===== config.mk =====
export PLATFORM = sky130hd
export DESIGN_NAME = bcd_timekeeper
export DESIGN_NICKNAME = d
export VERILOG_FILES = /design/src/rtl/bcd_tk_pkg.sv /design/src/rtl/bcd_tk_prescaler.sv /design/src/rtl/bcd_tk_chain.sv /design/src/rtl/bcd_tk_shadow.sv /design/src/rtl/bcd_timekeeper.sv
export SDC_FILE = /design/constraint.sdc
export NUM_CORES = 1
export LEC_CHECK = 0
export ABC_AREA = 1
export BUFFER_PORTS_ARGS = -buffer_cell sky130_fd_sc_hd__buf_2
export CAP_MARGIN = 20
export CORE_ASPECT_RATIO = 0.6
export CORE_MARGIN = 2
export CORE_UTILIZATION = 60
export DETAILED_ROUTE_END_ITERATION = 10
export GPL_TIMING_DRIVEN = 0
export PLACE_DENSITY = 0.78
export SYNTH_ARGS = -nofsm -noshare
export SYNTH_HDL_FRONTEND = slang
export SYNTH_HIERARCHICAL = 1
export SYNTH_SLANG_ARGS = --single-unit

===== constraint.sdc =====
create_clock -name clk -period 2.5 [get_ports clk]
set_input_delay 0.375 -clock clk [delete_from_list [all_inputs] [get_ports clk]]
set_output_delay 0.375 -clock clk [all_outputs]
set_load 0.005 [all_outputs]

===== src/rtl/bcd_tk_pkg.sv =====
package bcd_tk_pkg;

    localparam int NUM_FIELDS = 8;
    localparam int FA_W       = $clog2(NUM_FIELDS);

    localparam int IDX_CENTI = 0;
    localparam int IDX_SEC   = 1;
    localparam int IDX_MIN   = 2;
    localparam int IDX_HOUR  = 3;
    localparam int IDX_WDAY  = 4;
    localparam int IDX_DATE  = 5;
    localparam int IDX_MONTH = 6;
    localparam int IDX_YEAR  = 7;

    typedef logic [7:0] bcd_t;

    typedef enum logic [0:0] {
        PS_LONG  = 1'b0,
        PS_SHORT = 1'b1
    } ps_state_e;

    function automatic bcd_t bcd_inc(input bcd_t v);
        if (v[3:0] == 4'd9) return {v[7:4] + 4'd1, 4'd0};
        else                return {v[7:4], v[3:0] + 4'd1};
    endfunction

    function automatic logic [6:0] bcd_to_bin(input bcd_t v);
        return ({3'b000, v[7:4]} * 7'd10) + {3'b000, v[3:0]};
    endfunction

    function automatic logic leap_year(input bcd_t yr);
        logic [6:0] b;
        b = bcd_to_bin(yr);
        return (b[1:0] == 2'b00);
    endfunction

    function automatic bcd_t month_last_day(input bcd_t mon, input bcd_t yr);
        unique case (mon)
            8'h02:                      return leap_year(yr) ? 8'h29 : 8'h28;
            8'h04, 8'h06, 8'h09, 8'h11: return 8'h30;
            default:                    return 8'h31;
        endcase
    endfunction

    // returns {day_carry, next_hour}
    function automatic logic [8:0] hour_step(input bcd_t h);
        logic [4:0] v;
        if (!h[6]) begin
            if (h[5:0] == 6'h23) return {1'b1, 8'h00};
            else                 return {1'b0, bcd_inc({2'b00, h[5:0]})};
        end
        v = h[4:0];
        if (v == 5'h12)      return {1'b0, 1'b0, 1'b1, h[5], 5'h01};
        else if (v == 5'h11) return {h[5], 1'b0, 1'b1, ~h[5], 5'h12};
        else begin
            bcd_t t;
            t = bcd_inc({3'b000, v});
            return {1'b0, 1'b0, 1'b1, h[5], t[4:0]};
        end
    endfunction

    function automatic bcd_t field_mask(input int idx);
        unique case (idx)
            IDX_SEC, IDX_MIN, IDX_HOUR: return 8'h7F;
            IDX_WDAY:                   return 8'h07;
            IDX_DATE:                   return 8'h3F;
            IDX_MONTH:                  return 8'h1F;
            default:                    return 8'hFF;
        endcase
    endfunction

    function automatic bcd_t field_init(input int idx);
        unique case (idx)
            IDX_WDAY, IDX_DATE, IDX_MONTH: return 8'h01;
            default:                       return 8'h00;
        endcase
    endfunction

endpackage


===== src/rtl/bcd_tk_prescaler.sv =====
module bcd_tk_prescaler
    import bcd_tk_pkg::*;
#(
    parameter int LONG_DIV  = 41,
    parameter int SHORT_DIV = 40,
    parameter int LONG_RUNS = 24
) (
    input  logic clk,
    input  logic rst_n,
    input  logic tick_en,
    input  logic clr,
    output logic pulse_o
);

    localparam int CW = $clog2(LONG_DIV);
    localparam int RW = (LONG_RUNS > 1) ? $clog2(LONG_RUNS) : 1;
    localparam logic [CW-1:0] LONG_LAST  = CW'(LONG_DIV - 1);
    localparam logic [CW-1:0] SHORT_LAST = CW'(SHORT_DIV - 1);
    localparam logic [RW-1:0] RUN_LAST   = RW'(LONG_RUNS - 1);

    ps_state_e       state_q, state_d;
    logic [CW-1:0]   cnt_q;
    logic [RW-1:0]   run_q;
    logic            period_end;

    always_comb begin
        unique case (state_q)
            PS_LONG:  period_end = tick_en && (cnt_q == LONG_LAST);
            PS_SHORT: period_end = tick_en && (cnt_q == SHORT_LAST);
            default:  period_end = 1'b0;
        endcase
    end

    always_comb begin
        state_d = state_q;
        unique case (state_q)
            PS_LONG:  if (period_end && run_q == RUN_LAST) state_d = PS_SHORT;
            PS_SHORT: if (period_end)                      state_d = PS_LONG;
            default:  state_d = PS_LONG;
        endcase
        if (clr) state_d = PS_LONG;
    end

    always_ff @(posedge clk) begin
        if (!rst_n) state_q <= PS_LONG;
        else        state_q <= state_d;
    end

    always_ff @(posedge clk) begin
        if (!rst_n || clr) begin
            cnt_q   <= '0;
            run_q   <= '0;
            pulse_o <= 1'b0;
        end else begin
            pulse_o <= period_end;
            if (period_end) begin
                cnt_q <= '0;
                if (state_q == PS_LONG && run_q != RUN_LAST) run_q <= run_q + 1'b1;
                else                                         run_q <= '0;
            end else if (tick_en) begin
                cnt_q <= cnt_q + 1'b1;
            end
        end
    end

endmodule


===== src/rtl/bcd_tk_chain.sv =====
module bcd_tk_chain
    import bcd_tk_pkg::*;
(
    input  logic                          clk,
    input  logic                          rst_n,
    input  logic                          adv,
    input  logic                          wr_en,
    input  logic [FA_W-1:0]               wr_addr,
    input  logic [7:0]                    wr_data,
    output logic [NUM_FIELDS-1:0][7:0]    live_o
);

    logic [NUM_FIELDS-1:0][7:0] cur;
    logic [NUM_FIELDS-1:0][7:0] nxt;
    logic [8:0] hstep;
    bcd_t       last_day;
    logic       c_sec, c_min, c_hr, c_day, c_mon, c_yr;

    always_comb begin
        nxt      = cur;
        hstep    = hour_step(cur[IDX_HOUR]);
        last_day = month_last_day(cur[IDX_MONTH], cur[IDX_YEAR]);

        c_sec = (cur[IDX_CENTI] == 8'h99);
        c_min = c_sec && (cur[IDX_SEC] == 8'h59);
        c_hr  = c_min && (cur[IDX_MIN] == 8'h59);
        c_day = c_hr  && hstep[8];
        c_mon = c_day && (cur[IDX_DATE] == last_day);
        c_yr  = c_mon && (cur[IDX_MONTH] == 8'h12);

        nxt[IDX_CENTI] = c_sec ? 8'h00 : bcd_inc(cur[IDX_CENTI]);
        if (c_sec) nxt[IDX_SEC] = (cur[IDX_SEC] == 8'h59) ? 8'h00 : bcd_inc(cur[IDX_SEC]);
        if (c_min) nxt[IDX_MIN] = (cur[IDX_MIN] == 8'h59) ? 8'h00 : bcd_inc(cur[IDX_MIN]);
        if (c_hr)  nxt[IDX_HOUR] = hstep[7:0];
        if (c_day) begin
            nxt[IDX_WDAY] = (cur[IDX_WDAY] == 8'h07) ? 8'h01 : cur[IDX_WDAY] + 8'h01;
            nxt[IDX_DATE] = (cur[IDX_DATE] == last_day) ? 8'h01 : bcd_inc(cur[IDX_DATE]);
        end
        if (c_mon) nxt[IDX_MONTH] = (cur[IDX_MONTH] == 8'h12) ? 8'h01 : bcd_inc(cur[IDX_MONTH]);
        if (c_yr)  nxt[IDX_YEAR]  = (cur[IDX_YEAR] == 8'h99) ? 8'h00 : bcd_inc(cur[IDX_YEAR]);
    end

    for (genvar g = 0; g < NUM_FIELDS; g++) begin : g_field
        localparam bcd_t MASK = field_mask(g);
        localparam bcd_t INIT = field_init(g);
        logic [7:0] q;
        always_ff @(posedge clk) begin
            if (!rst_n)                                q <= INIT;
            else if (wr_en && wr_addr == FA_W'(g))     q <= wr_data & MASK;
            else if (!wr_en && adv)                    q <= nxt[g];
        end
        assign cur[g] = q;
    end

    assign live_o = cur;

endmodule


===== src/rtl/bcd_tk_shadow.sv =====
module bcd_tk_shadow
    import bcd_tk_pkg::*;
(
    input  logic                       clk,
    input  logic                       rst_n,
    input  logic                       snap,
    input  logic [NUM_FIELDS-1:0][7:0] live_i,
    output logic [NUM_FIELDS-1:0][7:0] shadow_o
);

    for (genvar g = 0; g < NUM_FIELDS; g++) begin : g_copy
        localparam bcd_t INIT = field_init(g);
        logic [7:0] q;
        always_ff @(posedge clk) begin
            if (!rst_n)    q <= INIT;
            else if (snap) q <= live_i[g];
        end
        assign shadow_o[g] = q;
    end

endmodule


===== src/rtl/bcd_timekeeper.sv =====
module bcd_timekeeper
    import bcd_tk_pkg::*;
#(
    parameter int LONG_DIV  = 41,
    parameter int SHORT_DIV = 40,
    parameter int LONG_RUNS = 24
) (
    input  logic       clk,
    input  logic       rst_n,
    input  logic       tick_en,
    input  logic       wr_en,
    input  logic [2:0] wr_addr,
    input  logic [7:0] wr_data,
    input  logic       snap_req,
    input  logic       rd_shadow,
    input  logic [2:0] rd_addr,
    output logic [7:0] rd_data,
    output logic       centi_pulse
);

    logic [NUM_FIELDS-1:0][7:0] live;
    logic [NUM_FIELDS-1:0][7:0] frozen;

    bcd_tk_prescaler #(
        .LONG_DIV  (LONG_DIV),
        .SHORT_DIV (SHORT_DIV),
        .LONG_RUNS (LONG_RUNS)
    ) u_div (
        .clk     (clk),
        .rst_n   (rst_n),
        .tick_en (tick_en),
        .clr     (wr_en),
        .pulse_o (centi_pulse)
    );

    bcd_tk_chain u_chain (
        .clk     (clk),
        .rst_n   (rst_n),
        .adv     (centi_pulse),
        .wr_en   (wr_en),
        .wr_addr (wr_addr),
        .wr_data (wr_data),
        .live_o  (live)
    );

    bcd_tk_shadow u_shadow (
        .clk      (clk),
        .rst_n    (rst_n),
        .snap     (snap_req),
        .live_i   (live),
        .shadow_o (frozen)
    );

    assign rd_data = rd_shadow ? frozen[rd_addr] : live[rd_addr];

endmodule


==> results of run 1 <==
[layer usage]
metal,part of all wire (%),vias to the layer above,global-route usage [%]
li1,-,4756,-
met1,46,4492,56.26
met2,40,552,54.04
met3,12,52,7.631
met4,1.9,0,9.582
met5,0,-,0
[cells in the final DEF, fill, tap and decap left out, types with 25 or more instances in the layout]
cell type | Yosys | layout
sky130_fd_sc_hd__inv_1 | 251 | 251
sky130_fd_sc_hd__nand2_1 | 435 | 433
sky130_fd_sc_hd__nor2_1 | 205 | 204
sky130_fd_sc_hd__nand3_1 | 158 | 158
sky130_fd_sc_hd__a21oi_1 | 54 | 54
sky130_fd_sc_hd__dfxtp_1 | 140 | 136
sky130_fd_sc_hd__o21ai_0 | 29 | 28
sky130_fd_sc_hd__buf_2 | 31 | 55
sky130_fd_sc_hd__ha_1 | 25 | 25
[stage by stage]
step	hold WS (ps)	area, sq um	util, %
6_report	250.2	10200	69.29
5_1_grt	264.3	10200	69.29
4_1_cts	238.4	10160	69.00
3_5_place_dp	447.2	9522	64.69
3_3_place_gp	443.8	9522	64.69
2_1_floorplan	428.9	9154	-
[cells by family after synthesis]
family | count (synthesis) | share of synthesized area [%]
fa+ha+maj | 25 | 3.417
simple gates | 870 | 40.61
buf+inv | 318 | 14.75
xor+xnor | 26 | 2.488
mux | 1 | 0.1094
flops | 140 | 30.62
other cells | 1 | 0.04097
compound gates | 128 | 7.969
[worst reg2reg max path, stage by stage, from the launching register on]
cell and delay, ps:
sky130_fd_sc_hd__dfxtp_1 480, sky130_fd_sc_hd__ha_1 200, sky130_fd_sc_hd__nand3_1 160, sky130_fd_sc_hd__a21oi_1 200
sky130_fd_sc_hd__nand3_1 240, sky130_fd_sc_hd__nor3_4 310, sky130_fd_sc_hd__buf_4 200, sky130_fd_sc_hd__nand2_1 120
sky130_fd_sc_hd__nand3_2 160, sky130_fd_sc_hd__inv_2 40, sky130_fd_sc_hd__nor2_1 110, sky130_fd_sc_hd__nor2_1 60
[worst paths after layout]
check / startpoint / endpoint / slack (ps) / cells past startpoint
setup / recovery: u_chain/g_field[2].q[4]$_SDFFE_PN0P_ / u_chain/g_field[5].q[5]$_SDFFE_PN0P_ / 140 / 11
hold reg to reg: u_shadow/g_copy[4].q[0]$_SDFFE_PN1P_ / u_shadow/g_copy[4].q[0]$_SDFFE_PN1P_ / 460 / 2
setup reg to reg: u_chain/g_field[2].q[4]$_SDFFE_PN0P_ / u_chain/g_field[5].q[5]$_SDFFE_PN0P_ / 140 / 11
hold / removal: wr_data[1] / u_chain/g_field[0].q[1]$_SDFFE_PN0P_ / 250 / 3
[state kept, by name, indices dropped and copies added, names as in the netlist]
| register | flops |
|---|---|
| u_div/cnt_q | 6 |
| u_div/run_q | 5 |
| u_shadow/g_copy.q | 64 |
| u_div/pulse_o | 1 |
| u_chain/g_field.q | 63 |
| u_div/state_q | 1 |
[final cells by class]
cell class | count | area [sq um]
buffer | 55 | 357.8
clock buffer | 18 | 439.2
clock inverter | 12 | 187.7
fill | 1400 | 4521
inverter | 263 | 992.2
multi-input combinational | 1051 | 5039
sequential | 140 | 2808
tap | 198 | 247.7
timing repair buffer | 25 | 127.6
[timing repair]
item,in CTS,in global routing
gates cloned,0,0
resized for setup,2,11
setup endpoints to repair,4,36
setup buffers,0,1
pin swaps,0,1
[where the power goes]
part / total (W) / switching (W) / internal [W]
Sequential: 0.00236 / 0.0000624 / 0.00230
Combinational: 0.000676 / 0.000455 / 0.000221
Clock: 0.00277 / 0.00107 / 0.00170
Total: 0.00581 / 0.00159 / 0.00422
==> results.txt, run 1 <==
----------------------------------------------------
[Clock tree]
  H-tree level count ... 4
  Number of buffers added by the clock tree synthesis step ... 17
  Total of hold buffers inserted after clock tree synthesis ... 0
  CTS clk-pin slew, worst paths ... 70 ps
  Clock sink count ... 140
  CTS tree ... built
  CTS Root Buffer Type ... sky130_fd_sc_hd__clkbuf_16
  Clock latency reported for the late side of the worst-skew pair ... 430 ps
  Max Buffers Root-to-Sink ... 2

[Yosys]
  Number of distinct standard cells referenced by the synthesized netlist ... 51
  Syn nets ... 1554
  Largest cells by area after synthesis ... sky130_fd_sc_hd__dfxtp_1 31%, sky130_fd_sc_hd__nand2_1 18%, sky130_fd_sc_hd__inv_1 10%
  Synth Area per Inst ... 6.066 sq um
  Synthesized netlist cell count ... 1509
  Synth area leader ... sky130_fd_sc_hd__dfxtp_1
  Synth Warn # ... 6
  Post-synth ARST share ... 0%
  Most frequently used flop master after synthesis ... sky130_fd_sc_hd__dfxtp_1
  Most numerous cell in the Yosys netlist ... sky130_fd_sc_hd__nand2_1
  Number of synthesized register bits ... 140
  Sequential-to-total area share from yosys stat ... 30.62%
  Post-synth top cells ... 435 x sky130_fd_sc_hd__nand2_1, 251 x sky130_fd_sc_hd__inv_1, 205 x sky130_fd_sc_hd__nor2_1
  Netlist Area Pre-Place ... 0.009154 sq mm
  Number of enable flip-flop cells after synthesis ... 0
  Yosys top cell area share ... 30.62%

[Power and ir drop]
  Largest vdd supply drop ... 0.3854 mV
  Power per standard cell area ... 570.0 mW/mm^2
  Post-route total power ... 0.005813 W
  P_leak ... 4.835 nW

[STA]
  Worst rel slew slack ... 47.41%
  Share of the clock period used by the worst path ... 94.39%
  Final-report max-slew violation count ... 0
  Unrepaired setup endpoints after global routing ... false
  Total of endpoints with negative setup slack in the final report ... 0
  Final critical path time including I/O delays and setup ... 2360 ps
  Total negative slack ... 0 ps
  Total count of hold-check failures in the final report ... 0
  Setup Skew ... 11.30 ps
  Final worst slack ... 140.4 ps
  Highest clock frequency the design can meet ... 0.4238 GHz
  Worst Tran Pin Value ... 788.8 ps

[Placed design]
  Cell total after placement ... 1731
  Dpl hpwl ... 21620 um
  Final GP Congestion ... 1.014
  Post-placement setup slack ... -55.44 ps
  Number of input and output port buffers inserted ... 24

[Layout]
  Antenna diodes ... 0
  Non-Filler Instances ... 1762
  Relative area change from synthesis to final layout ... 11.41%
  Total number of nets in the final design ... 1598
  Proportion of layout cells with a drive suffix above 1 ... 9.974%

[Detailed routing]
  Post-detailed-route DRC marker count ... 0
  Post-route antenna net violation count ... 0
  Wire length reported by the detailed router ... 29420 um
  Length of the first detailed-routing pass in iterations ... 6
  Via count ... 9852
  Routed len/inst ... 16.69 um
  Per-cell via count in the routed design ... 5.591
  Number of DRC markers in iteration 0 ... 1293

[Global routing]
  Largest net degree at the start of global routing ... 17
  Wire length of the first global-routing pass ... 47090 um
  Antenna violations before repair ... 0
  Overall fraction of global-route tracks in use ... 37.36%
  Gr ovfl total ... 0
  Vias in the first global route ... 8790

[Worst setup path]
  Worst-path cell chain ... ha_1, nand3_1, a21oi_1, nand3_1, nor3_4, buf_4, nand2_1, nand3_2, inv_2, nor2_1, nor2_1
  Count of buffering cells on the critical path with inverters included ... 2
  CP startpoint kind ... flip-flop
  Critical Path Slowest Stage Cell ... sky130_fd_sc_hd__dfxtp_1
  Largest stage delay on the critical path ... 480 ps
  Kind of end point of the critical path ... flip-flop
  Crit path max-delay family ... simple AND/OR/NAND/NOR gates
  Start-to-end type of the worst setup path ... flip-flop to flip-flop
  Data arrival time at the worst-slack endpoint ... 2680 ps
  CP required ... 2820 ps
  Highest fanout seen on the critical path ... 7

[Floorplanning]
  Count of standard-cell rows ... 34
  Die Ht ... 99.68 um
  Total I/O pin count ... 29
  Placeable core region ... 0.01472 sq mm
  Starting density of the core ... 62.19%
  Width of the die ... 163.5 um
  Overall die area ... 0.01629 sq mm

[Flow run]
  Max-capacitance violation count ... 0

[Min path]
  Hold Crit Class ... primary input to flip-flop

[Status]
  Run status ... finished clean

----------------------------------------------------
Note: power is estimated with default switching activity, not from simulation.
==> run 2: changes to the inputs <==
--- a/config.mk
+++ b/config.mk
@@ -11,8 +11,10 @@
 export CORE_ASPECT_RATIO = 0.6
 export CORE_MARGIN = 2
 export CORE_UTILIZATION = 60
+export CTS_BUF_LIST = sky130_fd_sc_hd__clkbuf_2 sky130_fd_sc_hd__clkbuf_4 sky130_fd_sc_hd__clkbuf_8
 export DETAILED_ROUTE_END_ITERATION = 10
 export GPL_TIMING_DRIVEN = 0
+export HOLD_SLACK_MARGIN = 0.08
 export PLACE_DENSITY = 0.78
 export SYNTH_ARGS = -nofsm -noshare
 export SYNTH_HDL_FRONTEND = slang
==> results.txt, run 2 (same netlist as run 1, synthesis figures left out) <==
----------------------------------------------------
[Status]
  Run status ... finished clean (unchanged)

[Floorplanning]
  Placeable core region ... 0.01472 sq mm (unchanged)
  Count of standard-cell rows ... 34 (unchanged)
  Overall die area ... 0.01629 sq mm (unchanged)
  Starting density of the core ... 62.19% (unchanged)
  Width of the die ... 163.5 um (unchanged)
  Total I/O pin count ... 29 (unchanged)
  Die Ht ... 99.68 um (unchanged)

[Detailed routing]
  Routed len/inst ... 16.43 um (was 16.69 um)
  Wire length reported by the detailed router ... 28960 um (was 29420 um)
  Post-detailed-route DRC marker count ... 0 (unchanged)
  Via count ... 9775 (was 9852)
  Number of DRC markers in iteration 0 ... 1184 (was 1293)
  Per-cell via count in the routed design ... 5.545 (was 5.591)
  Post-route antenna net violation count ... 0 (unchanged)
  Length of the first detailed-routing pass in iterations ... 7 (was 6)

[STA]
  Total count of hold-check failures in the final report ... 0 (unchanged)
  Highest clock frequency the design can meet ... 0.4191 GHz (was 0.4238 GHz)
  Worst rel slew slack ... 48.23% (was 47.41%)
  Total negative slack ... 0 ps (unchanged)
  Setup Skew ... 16.68 ps (was 11.30 ps)
  Unrepaired setup endpoints after global routing ... false (unchanged)
  Final critical path time including I/O delays and setup ... 2386 ps (was 2360 ps)
  Total of endpoints with negative setup slack in the final report ... 0 (unchanged)
  Worst Tran Pin Value ... 776.5 ps (was 788.8 ps)
  Share of the clock period used by the worst path ... 95.45% (was 94.39%)
  Final worst slack ... 113.7 ps (was 140.4 ps)
  Final-report max-slew violation count ... 0 (unchanged)

[Global routing]
  Vias in the first global route ... 8669 (was 8790)
  Overall fraction of global-route tracks in use ... 36.75% (was 37.36%)
  Largest net degree at the start of global routing ... 17 (unchanged)
  Antenna violations before repair ... 0 (unchanged)
  Gr ovfl total ... 0 (unchanged)
  Wire length of the first global-routing pass ... 46200 um (was 47090 um)

[Layout]
  Sequential Area ... 0.002808 sq mm (unchanged)
  Max FFs per register ... 64 (unchanged)
  Most flop-heavy register ... u_shadow/g_copy.q (unchanged)
  Most common library cell in the layout ignoring fill and taps ... sky130_fd_sc_hd__nand2_1 (unchanged)
  Relative area change from synthesis to final layout ... 9.404% (was 11.41%)
  Filler cells ... 1412 (was 1400)
  Total number of nets in the final design ... 1599 (was 1598)
  Registers with the most flip-flops ... u_shadow/g_copy.q x64, u_chain/g_field.q x63, u_div/cnt_q x6 (unchanged)
  Proportion of layout cells with a drive suffix above 1 ... 10.03% (was 9.974%)
  Highest-count cells in the layout ignoring fill and taps ... 433 x sky130_fd_sc_hd__nand2_1, 251 x sky130_fd_sc_hd__inv_1, 204 x sky130_fd_sc_hd__nor2_1, 158 x sky130_fd_sc_hd__nand3_1, 136 x sky130_fd_sc_hd__dfxtp_1 (unchanged)
  Antenna diodes ... 0 (unchanged)
  Area used by multi-input combinational logic ... 0.005039 sq mm (unchanged)

[Worst setup path]
  Worst-path cell chain ... ha_1, nand3_1, a21oi_1, nand3_1, nor3_4, buf_4, nand2_1, nand3_2, inv_2, nor2_1, nor2_1 (unchanged)
  Highest fanout seen on the critical path ... 7 (unchanged)
  Critical Path Slowest Stage Cell ... sky130_fd_sc_hd__dfxtp_1 (unchanged)
  CP startpoint kind ... flip-flop (unchanged)
  Kind of end point of the critical path ... flip-flop (unchanged)
  CP required ... 2860 ps (was 2820 ps)
  Largest stage delay on the critical path ... 500 ps (was 480 ps)
  Start-to-end type of the worst setup path ... flip-flop to flip-flop (unchanged)
  Data arrival time at the worst-slack endpoint ... 2740 ps (was 2680 ps)

[Clock tree]
  CTS Root Buffer Type ... sky130_fd_sc_hd__clkbuf_8 (was sky130_fd_sc_hd__clkbuf_16)
  Clock sink count ... 140 (unchanged)
  Clock latency reported for the late side of the worst-skew pair ... 450 ps (was 430 ps)
  Number of buffers added by the clock tree synthesis step ... 17 (unchanged)
  Total of hold buffers inserted after clock tree synthesis ... 0 (unchanged)
  CTS clk-pin slew, worst paths ... 90 ps (was 70 ps)
  H-tree level count ... 4 (unchanged)
  Max Buffers Root-to-Sink ... 2 (unchanged)
  CTS tree ... built (unchanged)

[Placed design]
  Post-placement setup slack ... -55.44 ps (unchanged)
  Dpl hpwl ... 21620 um (unchanged)
  Final GP Congestion ... 1.014 (unchanged)
  Number of input and output port buffers inserted ... 24 (unchanged)

[Min path]
  Hold Crit Class ... primary input to flip-flop (unchanged)

[Flow run]
  Max-capacitance violation count ... 0 (unchanged)

[Power and ir drop]
  Largest vdd supply drop ... 0.3163 mV (was 0.3854 mV)
  Power per standard cell area ... 512.7 mW/mm^2 (was 570.0 mW/mm^2)
  P_leak ... 4.753 nW (was 4.835 nW)

----------------------------------------------------
-- run 2: stage by stage --
| step | total power [W] | instance area (sq um) | instances | util (%) | hold slack, ps |
|---|---|---|---|---|---|
| after detailed placement | 0.003056 | 9522 | 1731 | 64.69 | 447.2 |
| after CTS | 0.005126 | 9967 | 1761 | 67.72 | 196.9 |
| after global routing | 0.005313 | 10010 | 1763 | 68.04 | 225.7 |
| after floorplan | 0.002838 | 9154 | 1509 | - | 428.9 |
| after global placement | 0.003045 | 9522 | 1731 | 64.69 | 443.8 |
| final | 0.005134 | 10010 | 1763 | 68.04 | 225.9 |
-- run 2: path summary, 6_finish.rpt --
path,slack [ps],end,depth (start not counted),start
max,110,u_chain/g_field[5].q[5]$_SDFFE_PN0P_,11,u_chain/g_field[2].q[4]$_SDFFE_PN0P_
min,230,u_chain/g_field[0].q[1]$_SDFFE_PN0P_,3,wr_data[1]
max reg2reg,110,u_chain/g_field[5].q[5]$_SDFFE_PN0P_,11,u_chain/g_field[2].q[4]$_SDFFE_PN0P_
min reg2reg,470,u_shadow/g_copy[4].q[0]$_SDFFE_PN1P_,2,u_shadow/g_copy[4].q[0]$_SDFFE_PN1P_
-- run 2: final cells by class --
cell class | instances | share of cell area, %
Multi-Input combinational cell | 1051 | 50.31
Sequential cell | 140 | 28.04
Inverter | 263 | 9.908
Buffer | 55 | 3.573
Clock buffer | 18 | 2.474
Tap cell | 198 | 2.474
Clock inverter | 12 | 1.874
Timing Repair Buffer | 26 | 1.349
-- run 2: routing by layer --
metal  global-route usage, %  up-vias  wire [um]
met5                       0        -          0
met4                   7.557        0        287
met3                   8.299       27       3517
met2                   53.29      520      11750
met1                   55.43     4471      13410
li1                        -     4757          -
-- run 2: worst max-delay path: cells and delay by family (launching register included) --
kind | cells | cell delay [ps]
fa+ha+maj | 1 | 200
simple gates | 7 | 1160
flops | 1 | 500
compound gates | 1 | 200
buf+inv | 2 | 230
-- run 2: repair_timing --
item                                    in CTS  in global routing
pin swaps                                    1                  1
endpoints found under the setup margin       6                 32
buffers inserted                             0                  2
resized for setup                            3                 10
-- run 2: power breakdown --
| group | switching [W] | total, W | leakage (nW) | internal (W) |
|---|---|---|---|---|
| Clock | 0.000981 | 0.00210 | 0.213 | 0.00112 |
| Combinational | 0.000453 | 0.000674 | 3.40 | 0.000221 |
| Sequential | 0.0000619 | 0.00236 | 1.14 | 0.00230 |
==> run 3: changes to the inputs <==
--- a/config.mk
+++ b/config.mk
@@ -10,12 +10,12 @@
 export CAP_MARGIN = 20
 export CORE_ASPECT_RATIO = 0.6
 export CORE_MARGIN = 2
-export CORE_UTILIZATION = 60
+export CORE_UTILIZATION = 40
 export CTS_BUF_LIST = sky130_fd_sc_hd__clkbuf_2 sky130_fd_sc_hd__clkbuf_4 sky130_fd_sc_hd__clkbuf_8
 export DETAILED_ROUTE_END_ITERATION = 10
 export GPL_TIMING_DRIVEN = 0
 export HOLD_SLACK_MARGIN = 0.08
-export PLACE_DENSITY = 0.78
+export PLACE_DENSITY = 0.56
 export SYNTH_ARGS = -nofsm -noshare
 export SYNTH_HDL_FRONTEND = slang
 export SYNTH_HIERARCHICAL = 1
==> constraint.sdc (replaced) <==
create_clock -name clk -period 2.7 [get_ports clk]
set_input_delay 0.405 -clock clk [delete_from_list [all_inputs] [get_ports clk]]
set_output_delay 0.405 -clock clk [all_outputs]
set_load 0.005 [all_outputs]
==> results.txt, run 3 (same netlist as run 1, synthesis figures left out) <==
----------------------------------------------------
[Floorplanning]
  Width of the die ... 199.3 um (was 163.5 um)
  Overall die area ... 0.02415 sq mm (was 0.01629 sq mm)
  Die Ht ... 121.2 um (was 99.68 um)
  Count of standard-cell rows ... 42 (was 34)
  Placeable core region ... 0.02223 sq mm (was 0.01472 sq mm)
  Starting density of the core ... 41.18% (was 62.19%)
  Total I/O pin count ... 29 (unchanged)

[Global routing]
  Gr ovfl total ... 0 (unchanged)
  Largest net degree at the start of global routing ... 17 (unchanged)
  Wire length of the first global-routing pass ... 49160 um (was 46200 um)
  Vias in the first global route ... 8679 (was 8669)
  Overall fraction of global-route tracks in use ... 27.31% (was 36.75%)
  Antenna violations before repair ... 0 (unchanged)

[Layout]
  Non-Filler Instances ... 1875 (was 1763)
  Registers with the most flip-flops ... u_shadow/g_copy.q x64, u_chain/g_field.q x63, u_div/cnt_q x6 (unchanged)
  Proportion of layout cells with a drive suffix above 1 ... 9.955% (was 10.03%)
  Area used by multi-input combinational logic ... 0.005004 sq mm (was 0.005039 sq mm)
  Core utilization of the finished layout ... 45.16% (was 68.04%)
  Highest-count cells in the layout ignoring fill and taps ... 435 x sky130_fd_sc_hd__nand2_1, 251 x sky130_fd_sc_hd__inv_1, 204 x sky130_fd_sc_hd__nor2_1, 158 x sky130_fd_sc_hd__nand3_1, 137 x sky130_fd_sc_hd__dfxtp_1 (was 433 x sky130_fd_sc_hd__nand2_1, 251 x sky130_fd_sc_hd__inv_1, 204 x sky130_fd_sc_hd__nor2_1, 158 x sky130_fd_sc_hd__nand3_1, 136 x sky130_fd_sc_hd__dfxtp_1)
  Most common library cell in the layout ignoring fill and taps ... sky130_fd_sc_hd__nand2_1 (unchanged)
  Filler cells ... 2453 (was 1412)
  Total number of nets in the final design ... 1600 (was 1599)
  Relative area change from synthesis to final layout ... 9.677% (was 9.404%)
  Max FFs per register ... 64 (unchanged)
  Most flop-heavy register ... u_shadow/g_copy.q (unchanged)
  Sequential Area ... 0.002806 sq mm (was 0.002808 sq mm)
  Antenna diodes ... 0 (unchanged)

[STA]
  Final critical path time including I/O delays and setup ... 2540 ps (was 2386 ps)
  Total count of hold-check failures in the final report ... 0 (unchanged)
  Setup Skew ... 15.22 ps (was 16.68 ps)
  Worst Tran Pin Value ... 768.4 ps (was 776.5 ps)
  Total negative slack ... 0 ps (unchanged)
  Unrepaired setup endpoints after global routing ... false (unchanged)
  Share of the clock period used by the worst path ... 94.09% (was 95.45%)
  Total of endpoints with negative setup slack in the final report ... 0 (unchanged)
  Final-report max-slew violation count ... 0 (unchanged)
  Highest clock frequency the design can meet ... 0.3936 GHz (was 0.4191 GHz)
  Worst rel slew slack ... 48.77% (was 48.23%)

[Flow run]
  Max-capacitance violation count ... 0 (unchanged)

[Clock tree]
  Max Buffers Root-to-Sink ... 2 (unchanged)
  Clock latency reported for the late side of the worst-skew pair ... 490 ps (was 450 ps)
  H-tree level count ... 4 (unchanged)
  Number of buffers added by the clock tree synthesis step ... 17 (unchanged)
  CTS Root Buffer Type ... sky130_fd_sc_hd__clkbuf_8 (unchanged)
  Clock sink count ... 140 (unchanged)
  CTS clk-pin slew, worst paths ... 90 ps (about the same)
  CTS tree ... built (unchanged)

[Detailed routing]
  Wire length reported by the detailed router ... 31600 um (was 28960 um)
  Number of DRC markers in iteration 0 ... 1007 (was 1184)
  Post-route antenna net violation count ... 0 (unchanged)
  Per-cell via count in the routed design ... 5.077 (was 5.545)
  Via count ... 9520 (was 9775)
  Routed len/inst ... 16.85 um (was 16.43 um)
  Length of the first detailed-routing pass in iterations ... 8 (was 7)
  Post-detailed-route DRC marker count ... 0 (unchanged)

[Min path]
  Instance count along the most critical hold path ... 3 (unchanged)
  Hold Crit Class ... primary input to flip-flop (unchanged)

[Power and ir drop]
  Largest vdd supply drop ... 0.4537 mV (was 0.3163 mV)
  Post-route total power ... 0.004422 W (was 0.005134 W)
  P_leak ... 4.727 nW (was 4.753 nW)
  Power per standard cell area ... 440.5 mW/mm^2 (was 512.7 mW/mm^2)

[Worst setup path]
  Data arrival time at the worst-slack endpoint ... 2910 ps (was 2740 ps)
  CP required ... 3070 ps (was 2860 ps)
  CP startpoint kind ... flip-flop (unchanged)
  Kind of end point of the critical path ... flip-flop (unchanged)
  Start-to-end type of the worst setup path ... flip-flop to flip-flop (unchanged)
  Highest fanout seen on the critical path ... 7 (unchanged)
  Logic depth of the worst register-to-register path ... 10 (was 11)

[Status]
  Run status ... finished clean (unchanged)

[Placed design]
  Final GP Congestion ... 0.9265 (was 1.014)
  Number of input and output port buffers inserted ... 24 (unchanged)
  Cell total after placement ... 1841 (was 1731)
  Dpl hpwl ... 23940 um (was 21620 um)

----------------------------------------------------
-- run 3: cell types whose count changed in the layout (fill, tap and decap cells not counted), sizes merged --
cell / previous run / this run
bufinv: 4 / 0
clkbuf: 23 / 29
inv: 264 / 260
clkinv: 5 / 8
buf: 76 / 77
-- run 3: worst max-delay path, stage by stage (launching register included) --
cell and delay (ps):
sky130_fd_sc_hd__dfxtp_1 530, sky130_fd_sc_hd__ha_1 220, sky130_fd_sc_hd__nand3_1 130, sky130_fd_sc_hd__nor3_2 280, sky130_fd_sc_hd__nand2_1 200, sky130_fd_sc_hd__nor2_2 270
sky130_fd_sc_hd__nand2_1 300, sky130_fd_sc_hd__nor3_2 210, sky130_fd_sc_hd__nand2_1 90, sky130_fd_sc_hd__nor2_1 130, sky130_fd_sc_hd__nor3b_2 60
-- run 3: per-stage QoR --
step,worst slack (ps),instance area (sq um),hold slack (ps)
3_5_place_dp,138.4,9659,451.8
6_report,159.5,10040,223.6
3_3_place_gp,138.3,9659,446.3
2_1_floorplan,788.8,9154,428.9
4_1_cts,102.1,10010,193.7
5_1_grt,1.219,10040,207.9
-- run 3: cell type report --
type,instances,area share (%)
well taps,308,3.838
clock inverters,7,0.3988
multi-input cells,1051,49.84
repair buffers,27,1.421
flip-flops and latches,140,27.95
clock buffers,24,3.103
plain buffers,55,3.564
inverters,263,9.883
-- run 3: timing repair --
action,CTS,global route
hold buffers,0,0
buffers inserted,0,3
resized for setup,0,4
endpoints found under the setup margin,0,22
-- run 3: metal layers --
layer / up-vias / track usage (%) / part of all wire, %
met1: 4382 / 41.71 / 52
met3: 24 / 7.754 / 8.6
met2: 346 / 37.48 / 39
met4: 0 / 5.131 / 1.0
li1: 4768 / - / -
met5: - / 0 / 0
-- run 3: power breakdown --
group | switching, W | leakage [nW] | internal [W]
registers | 0.0000585 | 1.14 | 0.00213
clock network | 0.000855 | 0.185 | 0.000749
logic | 0.000428 | 3.40 | 0.000204
-- run 3: path summary, 6_finish.rpt --
path                                         from                                   end  slack, ps
max          u_chain/g_field[0].q[4]$_SDFFE_PN0P_  u_chain/g_field[4].q[5]$_SDFFE_PP0P_        160
min                                    wr_data[7]  u_chain/g_field[0].q[7]$_SDFFE_PN0P_        220
max reg2reg  u_chain/g_field[0].q[4]$_SDFFE_PN0P_  u_chain/g_field[4].q[5]$_SDFFE_PP0P_        160
min reg2reg  u_shadow/g_copy[2].q[1]$_SDFFE_PN0P_  u_shadow/g_copy[2].q[1]$_SDFFE_PN0P_        470
